==> src/rtl/rp_irq_pkg.sv <==
package rp_irq_pkg;
  localparam int ADDR_W    = 12;
  localparam int DATA_W    = 32;
  localparam int NUM_EVT   = 6;
  localparam int NUM_INTX  = 4;
  localparam int INTX_BASE = 16;
  localparam int INTX_SPAN = 2 * NUM_INTX;

  localparam logic [ADDR_W-1:0] OFS_STATUS  = 12'h4C0;
  localparam logic [ADDR_W-1:0] OFS_MASK    = 12'h4C4;
  localparam logic [ADDR_W-1:0] OFS_ENABLE  = 12'h4C8;
  localparam logic [ADDR_W-1:0] OFS_DISABLE = 12'h4CC;

  // bit 15 plus bits 16..28
  localparam logic [DATA_W-1:0] IMPL_BITS = 32'h1FFF_8000;

  // status position of each event input, index order matches evtPulse
  function automatic int evtPos(input int idx);
    case (idx)
      0:       evtPos = 15;  // completion timeout
      1:       evtPos = 24;  // PME message
      2:       evtPos = 25;  // PME turn-off ack
      3:       evtPos = 26;  // correctable
      4:       evtPos = 27;  // non-fatal
      default: evtPos = 28;  // fatal
    endcase
  endfunction

  typedef enum logic [1:0] {
    RD_NONE,
    RD_STATUS,
    RD_MASK
  } rdSelT;

  typedef struct packed {
    logic              clrStatus;
    logic              enMask;
    logic              disMask;
    logic [DATA_W-1:0] data;
    rdSelT             rdSel;
  } ctrlStrobeT;
endpackage

==> src/rtl/rp_irq_ctrl.sv <==
module rp_irq_ctrl
  import rp_irq_pkg::*;
(
  input  logic              regWrEn,
  input  logic [ADDR_W-1:0] regAddr,
  input  logic [DATA_W-1:0] regWrData,
  output ctrlStrobeT        strobes
);
  always_comb begin
    strobes.clrStatus = regWrEn && (regAddr == OFS_STATUS);
    strobes.enMask    = regWrEn && (regAddr == OFS_ENABLE);
    strobes.disMask   = regWrEn && (regAddr == OFS_DISABLE);
    strobes.data      = regWrData & IMPL_BITS;
    case (regAddr)
      OFS_STATUS: strobes.rdSel = RD_STATUS;
      OFS_MASK:   strobes.rdSel = RD_MASK;
      default:    strobes.rdSel = RD_NONE;
    endcase
  end
endmodule

==> src/rtl/rp_irq_datapath.sv <==
module rp_irq_datapath
  import rp_irq_pkg::*;
(
  input  logic                clk,
  input  logic                rstN,
  input  ctrlStrobeT          strobes,
  input  logic [NUM_EVT-1:0]  evtPulse,
  input  logic [NUM_INTX-1:0] intxLevel,
  output logic [DATA_W-1:0]   statusQ,
  output logic [DATA_W-1:0]   maskQ,
  output logic [DATA_W-1:0]   rdData,
  output logic                irqQ
);
  logic [DATA_W-1:0] statusD;
  logic [DATA_W-1:0] maskD;
  logic [DATA_W-1:0] clrBits;

  assign clrBits = strobes.clrStatus ? strobes.data : '0;

  always_comb begin
    statusD = '0;
    for (int e = 0; e < NUM_EVT; e++) begin
      // a new pulse wins over a clear in the same cycle
      statusD[evtPos(e)] = evtPulse[e] | (statusQ[evtPos(e)] & ~clrBits[evtPos(e)]);
    end
    for (int x = 0; x < NUM_INTX; x++) begin
      statusD[INTX_BASE + 2*x] = intxLevel[x];
    end
  end

  always_comb begin
    maskD = maskQ;
    if (strobes.enMask)  maskD = maskD & ~strobes.data;
    if (strobes.disMask) maskD = maskD | strobes.data;
  end

  always_ff @(posedge clk) begin
    if (!rstN) begin
      statusQ <= '0;
      maskQ   <= IMPL_BITS;
      irqQ    <= 1'b0;
    end else begin
      statusQ <= statusD;
      maskQ   <= maskD;
      irqQ    <= |(statusQ & ~maskQ);
    end
  end

  always_comb begin
    case (strobes.rdSel)
      RD_STATUS: rdData = statusQ;
      RD_MASK:   rdData = maskQ;
      default:   rdData = '0;
    endcase
  end
endmodule

==> src/rtl/rp_irq_aggregator.sv <==
module rp_irq_aggregator
  import rp_irq_pkg::*;
(
  input  logic              clk,
  input  logic              rstN,
  input  logic              regWrEn,
  input  logic [11:0]       regAddr,
  input  logic [31:0]       regWrData,
  output logic [31:0]       regRdData,
  input  logic              cplTimeoutEvt,
  input  logic              pmeMsgEvt,
  input  logic              pmeAckEvt,
  input  logic              corrErrEvt,
  input  logic              nonFatalErrEvt,
  input  logic              fatalErrEvt,
  input  logic [3:0]        intxLevel,
  output logic              irqOut
);
  ctrlStrobeT         strobes;
  logic [DATA_W-1:0]  statusVal;
  logic [DATA_W-1:0]  maskVal;
  logic [NUM_EVT-1:0] evtPulse;

  assign evtPulse = {fatalErrEvt, nonFatalErrEvt, corrErrEvt,
                     pmeAckEvt, pmeMsgEvt, cplTimeoutEvt};

  rp_irq_ctrl i_ctrl (
    .regWrEn   (regWrEn),
    .regAddr   (regAddr),
    .regWrData (regWrData),
    .strobes   (strobes)
  );

  rp_irq_datapath i_dp (
    .clk       (clk),
    .rstN      (rstN),
    .strobes   (strobes),
    .evtPulse  (evtPulse),
    .intxLevel (intxLevel),
    .statusQ   (statusVal),
    .maskQ     (maskVal),
    .rdData    (regRdData),
    .irqQ      (irqOut)
  );
endmodule

==> config.mk <==
export PLATFORM = sky130hd
export DESIGN_NAME = rp_irq_aggregator
export DESIGN_NICKNAME = d
export VERILOG_FILES = /design/src/rtl/rp_irq_pkg.sv /design/src/rtl/rp_irq_ctrl.sv /design/src/rtl/rp_irq_datapath.sv /design/src/rtl/rp_irq_aggregator.sv
export SDC_FILE = /design/constraint.sdc
export NUM_CORES = 1
export LEC_CHECK = 0
export ABC_AREA = 1
export CORE_ASPECT_RATIO = 0.9
export CORE_MARGIN = 2
export CORE_UTILIZATION = 40
export CTS_CLUSTER_SIZE = 24
export DETAILED_ROUTE_END_ITERATION = 10
export GPL_TIMING_DRIVEN = 1
export PLACE_DENSITY_LB_ADDON = 0.3
export REMOVE_ABC_BUFFERS = 1
export SETUP_SLACK_MARGIN = 0.4
export SLEW_MARGIN = 20
export SYNTH_ARGS = -nofsm -noshare
export SYNTH_HDL_FRONTEND = slang
export SYNTH_SLANG_ARGS = --single-unit
==> constraint.sdc <==
create_clock -name clk -period 4.5 [get_ports clk]
set_input_delay 0.9 -clock clk [delete_from_list [all_inputs] [get_ports clk]]
set_output_delay 0.9 -clock clk [all_outputs]
set_load 0.01 [all_outputs]
; ---- Word-level counts from Yosys, hierarchy flattened
; Cells that the tools add are included.
[totals]
wordCells = 42
ff_bits = 65
[op_classes]
n_eq_ne = 6
muxes = 5
reduce_logical = 4
bitwise_logic = 23
[ops]
columns = operator, n
row1 = $and A32 B32 Y32, 2
row2 = $mux W32, 2
row3 = $pmux W32 S2, 1
row4 = $eq A12 B11 Y1 const B, 4
row5 = $not A29 Y32, 1
row6 = $not A32 Y32, 1
row7 = $or A32 B29 Y32, 1
row8 = $reduce_or A32 Y1, 1
row9 = $mux W29, 1
row10 = $and A1 B1 Y1, 6
row11 = $not A1 Y1, 6
row12 = $or A1 B1 Y1, 6
row13 = $pmux W2 S2, 1
row14 = $logic_and A1 B1 Y1, 3
row15 = $eq A2 B1 Y1 const B, 1
row16 = $eq A2 B2 Y1 const B, 1

; ---- Logic depth before layout (Yosys ltp)
; Gate-level depths: netlist of run 1.
[depth]
depth_word = 6
mapped_depth = 11
ltp_nobuf = 9

; ---- By module
; A second synthesis of run 1 with hierarchy kept.
[hier_totals]
cells_unflattened = 402
area_unflattened_um2 = 2601.2
[by_module_without_submodules]
columns = module, n_inst, seq_area_each_um2, area_each_um2, cells_per_inst
row1 = rp_irq_datapath, 1, 860.8, 2199.6, 338
row2 = rp_irq_ctrl, 1, 0.0, 401.6, 64

; ---- Least setup slack after synthesis of run 1
; OpenSTA, ideal clock, no wires.
[synth_path]
path_kind = input to output
startpoint = in regAddr[5]
endpoint = out regRdData[20]
slack_ns = 1.225
cell_stages = 9
t_required_ns = 3.600
arrival_ns = 2.375
path_cell_list = nor2_1 nand2_1 nor3_2 buf_2 and3_1 ha_1 clkbuf_1 nand2_1 a21oi_1
[synth_between]
elab_chain_len = 4
elab_cells_between_ends = 6
[synth_lines]
columns = item, line_no
row1 = from (decl), rp_irq_aggregator.sv:7  ; input logic [11:0] regAddr,
row2 = $eq A12 B11 Y1, rp_irq_ctrl.sv:14  ; case (regAddr)
row3 = $pmux W2 S2 *, rp_irq_ctrl.sv:14
row4 = $eq A2 B2 Y1 / $eq A2 B1 Y1 (equally long branches), rp_irq_datapath.sv:50  ; case (strobes.rdSel)
row5 = $pmux W32 S2 *, rp_irq_datapath.sv:50
row6 = to (decl), rp_irq_aggregator.sv:9  ; output logic [31:0] regRdData,
; Every way passes the cells marked *; elsewhere a longest branch is shown, timed or not.

; ---- Worst setup path after layout of run 1
[layout_path]
startpoint = in regAddr[7]
endpoint = out regRdData[24]
; The elaborated chain is that of the path after synthesis.

==> impl_metrics.toml, run 1 <==
[global_routing]
gr-max-usage-layer = "met2"
initial_antenna_violation_count = 0
globalRoute.totalOverflow = 0
global_route.usage.met2_pct = 27.8
gr-usage-met1_pct = 26.3
number_of_global_route_vias_before_repair = 1352
grtUsageMet3_pct = 4.14
grt_first_pass_wirelength_mm = 6.11
largest_net_degree_at_the_start_of_global_routing = 29
grt_usage_pct = 18.1

[setup_path]
critPathCaptureType = "primary output"
cell_chain_of_the_critical_path = "clkdlybuf4s50_1, nand2_1, inv_1, nand2_1, nor3_4, and3_1, ha_1, buf_4, nand2_1, a21oi_1, clkdlybuf4s50_1"
required_ns = 3.60
cp_max_stage_delay_ns = 0.56
crit_path_kind = "in -> out"
critPathBufInv = 4
critical_path.max_fanout = 14
worst-endpoint-arrival_ns = 3.03
standard_cell_with_the_maximum_stage_delay_on_the_critical_path = "sky130_fd_sc_hd__clkdlybuf4s50_1"
worstSetupStartpointType = "input pin"
timing.critical_path.mode_cell = "sky130_fd_sc_hd__nand2_1"
critical_path.top_delay_family = "buffers and inverters"

[power]
power-per-cell-area_nw_per_um2 = 207
total_power_uw = 428
leakage_dissipation_nw = 0.959
peakVddDrop_v = 0.000181

[logic_synthesis]
synthesis.instances = 229
syn_area_per_cell_um2 = 6.62
synthesis.area_um2 = 1520
largest_area_contributor_in_the_netlist = "sky130_fd_sc_hd__dfxtp_1"
synth-seq-area-share_pct = 33.0
yosysWarningCount = 0
netlist-cell-type-count = 21
largest_cells_by_area_after_synthesis = "sky130_fd_sc_hd__dfxtp_1, sky130_fd_sc_hd__nand2_1, sky130_fd_sc_hd__nand3_1"
synth_top_area_share_pct = 33.0
postSynthRegisterBits = 25

[sta]
final.min_clock_period_ns = 3.93
worst-slew-pin-transition_ns = 0.730
fin_tns_setup_ns = 0
fin_crit_sh_pct = 87.3
final-hold-violation-count = 0
setup-violations-final = 0
worst_slew_margin_rel_pct = 51.2
setup_skew_ns = 0.00182
max_freq_ghz = 0.255
slew_violations = 0
rsz0062_at_grt = "true"

[outcome]
run_status = "completed"

[flow_run]
cap_violations = 0

[clocking]
hold_buffers = 0
cts_tree = "built"
cts_buffers = 3
clk_path_buf_depth = 2
cts-htree-levels = 1
worst_setup_hold_path_clk_slew_ns = 0.08
post-cts-setup-buffers = 0
worstSkewPairLatency_ns = 0.26
cts_root_buffer = "sky130_fd_sc_hd__clkbuf_8"
tritoncts_num_sinks = 25

[place]
port_buffers = 53
dp.cells = 318
post-dp-hpwl_mm = 2.58
place_congestion = 0.822
post_dp_cell_area_um2 = 1990

[floorplanning]
floorplan.die_area_um2 = 4300
die_height_um = 62.4
core_um2 = 3680
initial_core_util_pct = 41.2
row_count = 21
die_w_um = 68.9
boundaryPins = 90

[layout]
instances_no_fill = 322
layout-drive-gt1-share_pct = 5.07
final_instance_area_um2 = 2060
nNetsFinal = 336
num_antenna_cells = 0
num-fill-cells = 376
area_delta_synth_final_pct = 36.1

[worst_hold_path]
timing.hold.worst.class = "reg -> reg"

[drt]
average_wire_per_standard_cell_um = 11.2
wl_mm = 3.61
first_pass_iters = 4
drtIter0Drc = 100
avgViaCountPerCell = 4.80
postRouteAntennaNets = 0
num_vias = 1546
remaining_drc_errors = 0
## worst paths after layout
kind	from	to	slack (ns)	cells after the start
worst max-delay path	regAddr[7]	regRdData[24]	0.57	11
worst min-delay path	register	register	0.47	2
worst max register to register	register	i_dp.irqQ$_SDFF_PN0_	3.53	5
worst min register to register	register	register	0.47	2
## stage by stage
step | utilization, % | setup WS (ns) | hold slack, ns
4_1_cts | 55.5 | 0.501 | 0.469
5_1_grt | 56.1 | 0.395 | 0.486
6_report | 56.1 | 0.571 | 0.467
3_3_place_gp | 54.2 | 0.439 | 0.440
3_5_place_dp | 54.2 | 0.408 | 0.449
2_1_floorplan | - | 0.675 | 0.429
## cells in the final DEF, fill, tap and decap left out, drive strengths merged
cell type / netlist / layout
nand2: 55 / 55
clkdlybuf4s50: 0 / 51
inv: 33 / 33
nand3: 29 / 29
dfxtp: 25 / 25
nand4: 20 / 20
conb: 1 / 18
a21oi: 16 / 16
nor2: 9 / 9
o22ai: 5 / 5
clkbuf: 6 / 4
buf: 24 / 3
nor3: 2 / 2
dlymetal6s2s: 0 / 2
ha: 2 / 2
and3: 1 / 1
o21ai: 1 / 1
## worst reg2reg max path, cell delays in order (launching register included)
cell,delay [ns]
sky130_fd_sc_hd__dfxtp_1,0.37
sky130_fd_sc_hd__o22ai_1,0.10
sky130_fd_sc_hd__nor2_1,0.14
sky130_fd_sc_hd__nand2_1,0.06
sky130_fd_sc_hd__o21ai_0,0.15
sky130_fd_sc_hd__inv_1,0.06
## power by group
part | internal (mW) | switching [mW]
Sequential | 0.227 | 0.00366
Clock | 0.0632 | 0.0670
Combinational | 0.0351 | 0.0321
## metal layers
metal	vias up	part of all wire (%)
met5	-	0
met4	0	0.58
met3	2	8.5
met2	72	45
met1	671	46
li1	801	-
## synth_stat cells
master,number
sky130_fd_sc_hd__buf_2,4
sky130_fd_sc_hd__nor2_2,2
sky130_fd_sc_hd__and3_1,1
sky130_fd_sc_hd__nor3_2,1
sky130_fd_sc_hd__inv_2,2
sky130_fd_sc_hd__conb_1,1
sky130_fd_sc_hd__nor3_4,1
sky130_fd_sc_hd__a21oi_1,16
sky130_fd_sc_hd__o21ai_0,1
sky130_fd_sc_hd__buf_6,1
sky130_fd_sc_hd__nand4_1,20
sky130_fd_sc_hd__nand2_2,1
sky130_fd_sc_hd__buf_4,19
sky130_fd_sc_hd__ha_1,2
sky130_fd_sc_hd__inv_1,31
sky130_fd_sc_hd__nor2_1,7
sky130_fd_sc_hd__nand3_1,29
sky130_fd_sc_hd__o22ai_1,5
sky130_fd_sc_hd__nand2_1,54
sky130_fd_sc_hd__dfxtp_1,25
sky130_fd_sc_hd__clkbuf_1,6
## layout make-up
type	count	area [um^2]	area share [%]
clock buffer	4	45.0	2.18
tap	46	57.6	2.79
multi-input combinational	158	778	37.7
timing repair buffer	56	558	27.0
inverter	33	124	6.00
sequential	25	500	24.3
## timing repair
| action | in CTS | in global routing |
|---|---|---|
| endpoints found under the hold margin | 0 | 0 |
| setup endpoints to repair | 1 | 10 |
| cloned | 0 | 0 |
| resized for setup | 1 | 4 |
## cells by family after synthesis
kind of cell,share of synthesized area [%]
adder cells (fa/ha/maj),1.65
other,0.247
buffers and inverters,21.1
AND/OR/NAND/NOR,36.3
flip-flops,33.0
AO/OA/AOI/OAI,7.67
No activity file was read; power rests on OpenSTA's default activity.
==> run 2, diff against run 1 <==
--- a/config.mk
+++ b/config.mk
@@ -11,6 +11,7 @@
 export CORE_UTILIZATION = 40
 export CTS_CLUSTER_SIZE = 24
 export DETAILED_ROUTE_END_ITERATION = 10
+export GPL_ROUTABILITY_DRIVEN = 0
 export GPL_TIMING_DRIVEN = 1
 export PLACE_DENSITY_LB_ADDON = 0.3
 export REMOVE_ABC_BUFFERS = 1
==> results of run 2 <==
No change in the layout: final DEF, timing and power equal those of run 1.
==> run 3, diff against run 2 <==
--- a/config.mk
+++ b/config.mk
@@ -13,7 +13,7 @@
 export DETAILED_ROUTE_END_ITERATION = 10
 export GPL_ROUTABILITY_DRIVEN = 0
 export GPL_TIMING_DRIVEN = 1
-export PLACE_DENSITY_LB_ADDON = 0.3
+export PLACE_DENSITY = 0.85
 export REMOVE_ABC_BUFFERS = 1
 export SETUP_SLACK_MARGIN = 0.4
 export SLEW_MARGIN = 20
==> run 3 against run 2 <==
  * Register-to-register slack worse by 0.07 ns
  * Sequential power hardly changed
  * Worst setup slack worse by 0.080 ns
  * Via count is 3.0% higher
  * Power is 0.16% higher
  * Fmax is 2.0% lower
  * Global-route usage is 0.90 points higher
  * Wire length is 9.3% higher
  * Non-clock buffer count is 1 higher
  * Critical path type unchanged
  * Largest cell class unchanged
==> impl_metrics.toml, run 3 (synthesized netlist as in run 1, its figures left out) <==
[setup_path]
r2r_setup_slack_ns = 3.46
critical_path.top_delay_family = "buffers and inverters"
standard_cell_with_the_maximum_stage_delay_on_the_critical_path = "sky130_fd_sc_hd__clkdlybuf4s50_1"
worstSetupStartpointType = "input pin"
rr_endpoint = "i_dp.irqQ$_SDFF_PN0_"
critical_path.max_fanout = 10
worst-endpoint-arrival_ns = 3.11
path_depth = 10
cell_chain_of_the_critical_path = "clkdlybuf4s50_1, nor2_1, inv_2, nor2_1, and3_4, ha_2, buf_6, nand2_1, a21oi_1, clkdlybuf4s50_1"
critPathBufInv = 4
crit_path_kind = "in -> out"
cp_max_stage_delay_ns = 0.57
worstSetupStartpoint = "regAddr[1]"
critPathCapture = "regRdData[22]"
ff2ff_path_depth = 5
critPathCaptureType = "primary output"
required_ns = 3.60

[clocking]
cts-htree-levels = 1
hold_buffers = 0
clk_path_buf_depth = 2
worst_setup_hold_path_clk_slew_ns = 0.08
cts_tree = "built"
cts_buffers = 3
cts_root_buffer = "sky130_fd_sc_hd__clkbuf_8"
tritoncts_num_sinks = 25
worstSkewPairLatency_ns = 0.26

[place]
dp_slack_ns = 0.385
post-dp-hpwl_mm = 2.73
port_buffers = 53

[global_routing]
largest_net_degree_at_the_start_of_global_routing = 29
initial_antenna_violation_count = 0
grt_usage_pct = 19.0
number_of_global_route_vias_before_repair = 1451
globalRoute.totalOverflow = 0
grt_first_pass_wirelength_mm = 6.48

[power]
internal_power_uw = 325
peakVddDrop_v = 0.000186
leakage_dissipation_nw = 0.972
p_sw_share_pct = 24.1
power.combinational.fraction_pct = 15.8
sequentialPowerShare_pct = 53.8
power-per-cell-area_nw_per_um2 = 206
clock_power_share_pct = 30.4
p_switching_uw = 103

[layout]
mostFrequentLayoutCells = "sky130_fd_sc_hd__nand2_1, sky130_fd_sc_hd__clkdlybuf4s50_1, sky130_fd_sc_hd__inv_1, sky130_fd_sc_hd__nand3_1, sky130_fd_sc_hd__dfxtp_1"
layout-drive-gt1-share_pct = 6.14
nNetsFinal = 337
most_frequent_standard_cell_in_the_layout_excluding_fill_and_tap_cells = "sky130_fd_sc_hd__nand2_1"
area_delta_synth_final_pct = 37.0
fin_util_pct = 56.5
num_antenna_cells = 0

[flow_run]
cap_violations = 0

[floorplanning]
floorplan.die_area_um2 = 4300
initial_core_util_pct = 41.2
die_height_um = 62.4
row_count = 21
boundaryPins = 90
die_w_um = 68.9
core_um2 = 3680

[drt]
postRouteAntennaNets = 0
average_wire_per_standard_cell_um = 12.2
wl_mm = 3.94
num_vias = 1593
drtIter0Drc = 162
avgViaCountPerCell = 4.93
remaining_drc_errors = 0
first_pass_iters = 5

[sta]
setup_skew_ns = 0.00121
fin_crit_sh_pct = 89.1
final.min_clock_period_ns = 4.01
slew_violations = 0
fin_tns_setup_ns = 0
final-hold-violation-count = 0
worst-slew-pin-transition_ns = 0.734
final_worst_setup_slack_ns = 0.491
worst_slew_margin_rel_pct = 50.9
setup-violations-final = 0
max_freq_ghz = 0.249
rsz0062_at_grt = "true"

[worst_hold_path]
timing.hold.worst.class = "reg -> reg"

[outcome]
run_status = "completed"
run 3: worst min-delay path by stage:
stage,depth (start not counted),slack (ns),end
global route,2,0.49,register
finish,2,0.47,register
global placement,2,0.44,register
detailed placement,2,0.45,register
CTS,2,0.47,register
floorplan,2,0.43,register
run 3: timing repair:
item,CTS,global route
resized for setup,1,7
setup endpoints to repair,1,12
setup buffers,0,1
run 3: power by group through the flow:
| stage | Sequential [mW] | Combinational (mW) | Clock [mW] |
|---|---|---|---|
| after global routing | 0.231 | 0.0746 | 0.142 |
| after CTS | 0.230 | 0.0670 | 0.133 |
| after global placement | 0.236 | 0.0654 | 0 |
| after floorplan | 0.235 | 0.0208 | 0 |
| final | 0.230 | 0.0677 | 0.130 |
| after detailed placement | 0.236 | 0.0666 | 0 |
run 3: metrics by stage:
step                      power [mW]  hold WS, ns  area [um^2]  cells
after floorplan                0.256        0.429         1380    216
final                          0.429        0.466         2080    323
after global placement         0.301        0.438         1990    318
after detailed placement       0.302        0.449         1990    318
after global routing           0.448        0.491         2080    323
after CTS                      0.430        0.468         2040    322
run 3: worst register-to-register path, cell delays in order (launching register included):
cell                      delay (ns)
sky130_fd_sc_hd__dfxtp_1        0.37
sky130_fd_sc_hd__o22ai_1        0.11
sky130_fd_sc_hd__nor2_1         0.16
sky130_fd_sc_hd__nand2_1        0.08
sky130_fd_sc_hd__o21ai_0        0.16
sky130_fd_sc_hd__inv_1          0.06
run 3: area by class of cell:
| type | count | area [um^2] |
|---|---|---|
| Timing Repair Buffer | 57 | 572 |
| Clock buffer | 4 | 45.0 |
| Sequential cell | 25 | 500 |
| Tap cell | 46 | 57.6 |
| Inverter | 33 | 124 |
| Multi-Input combinational cell | 158 | 779 |
| Fill cell | 361 | 1600 |
run 3: per-layer routing:
metal / share of wire (%) / up-vias / GRT usage (%) / wire length (um)
li1: - / 807 / - / -
met1: 43 / 701 / 25.9 / 1690
met2: 47 / 81 / 30.8 / 1840
met3: 9.5 / 4 / 4.68 / 375
met4: 0.91 / 0 / 2.94 / 36
met5: 0 / - / 0 / 0
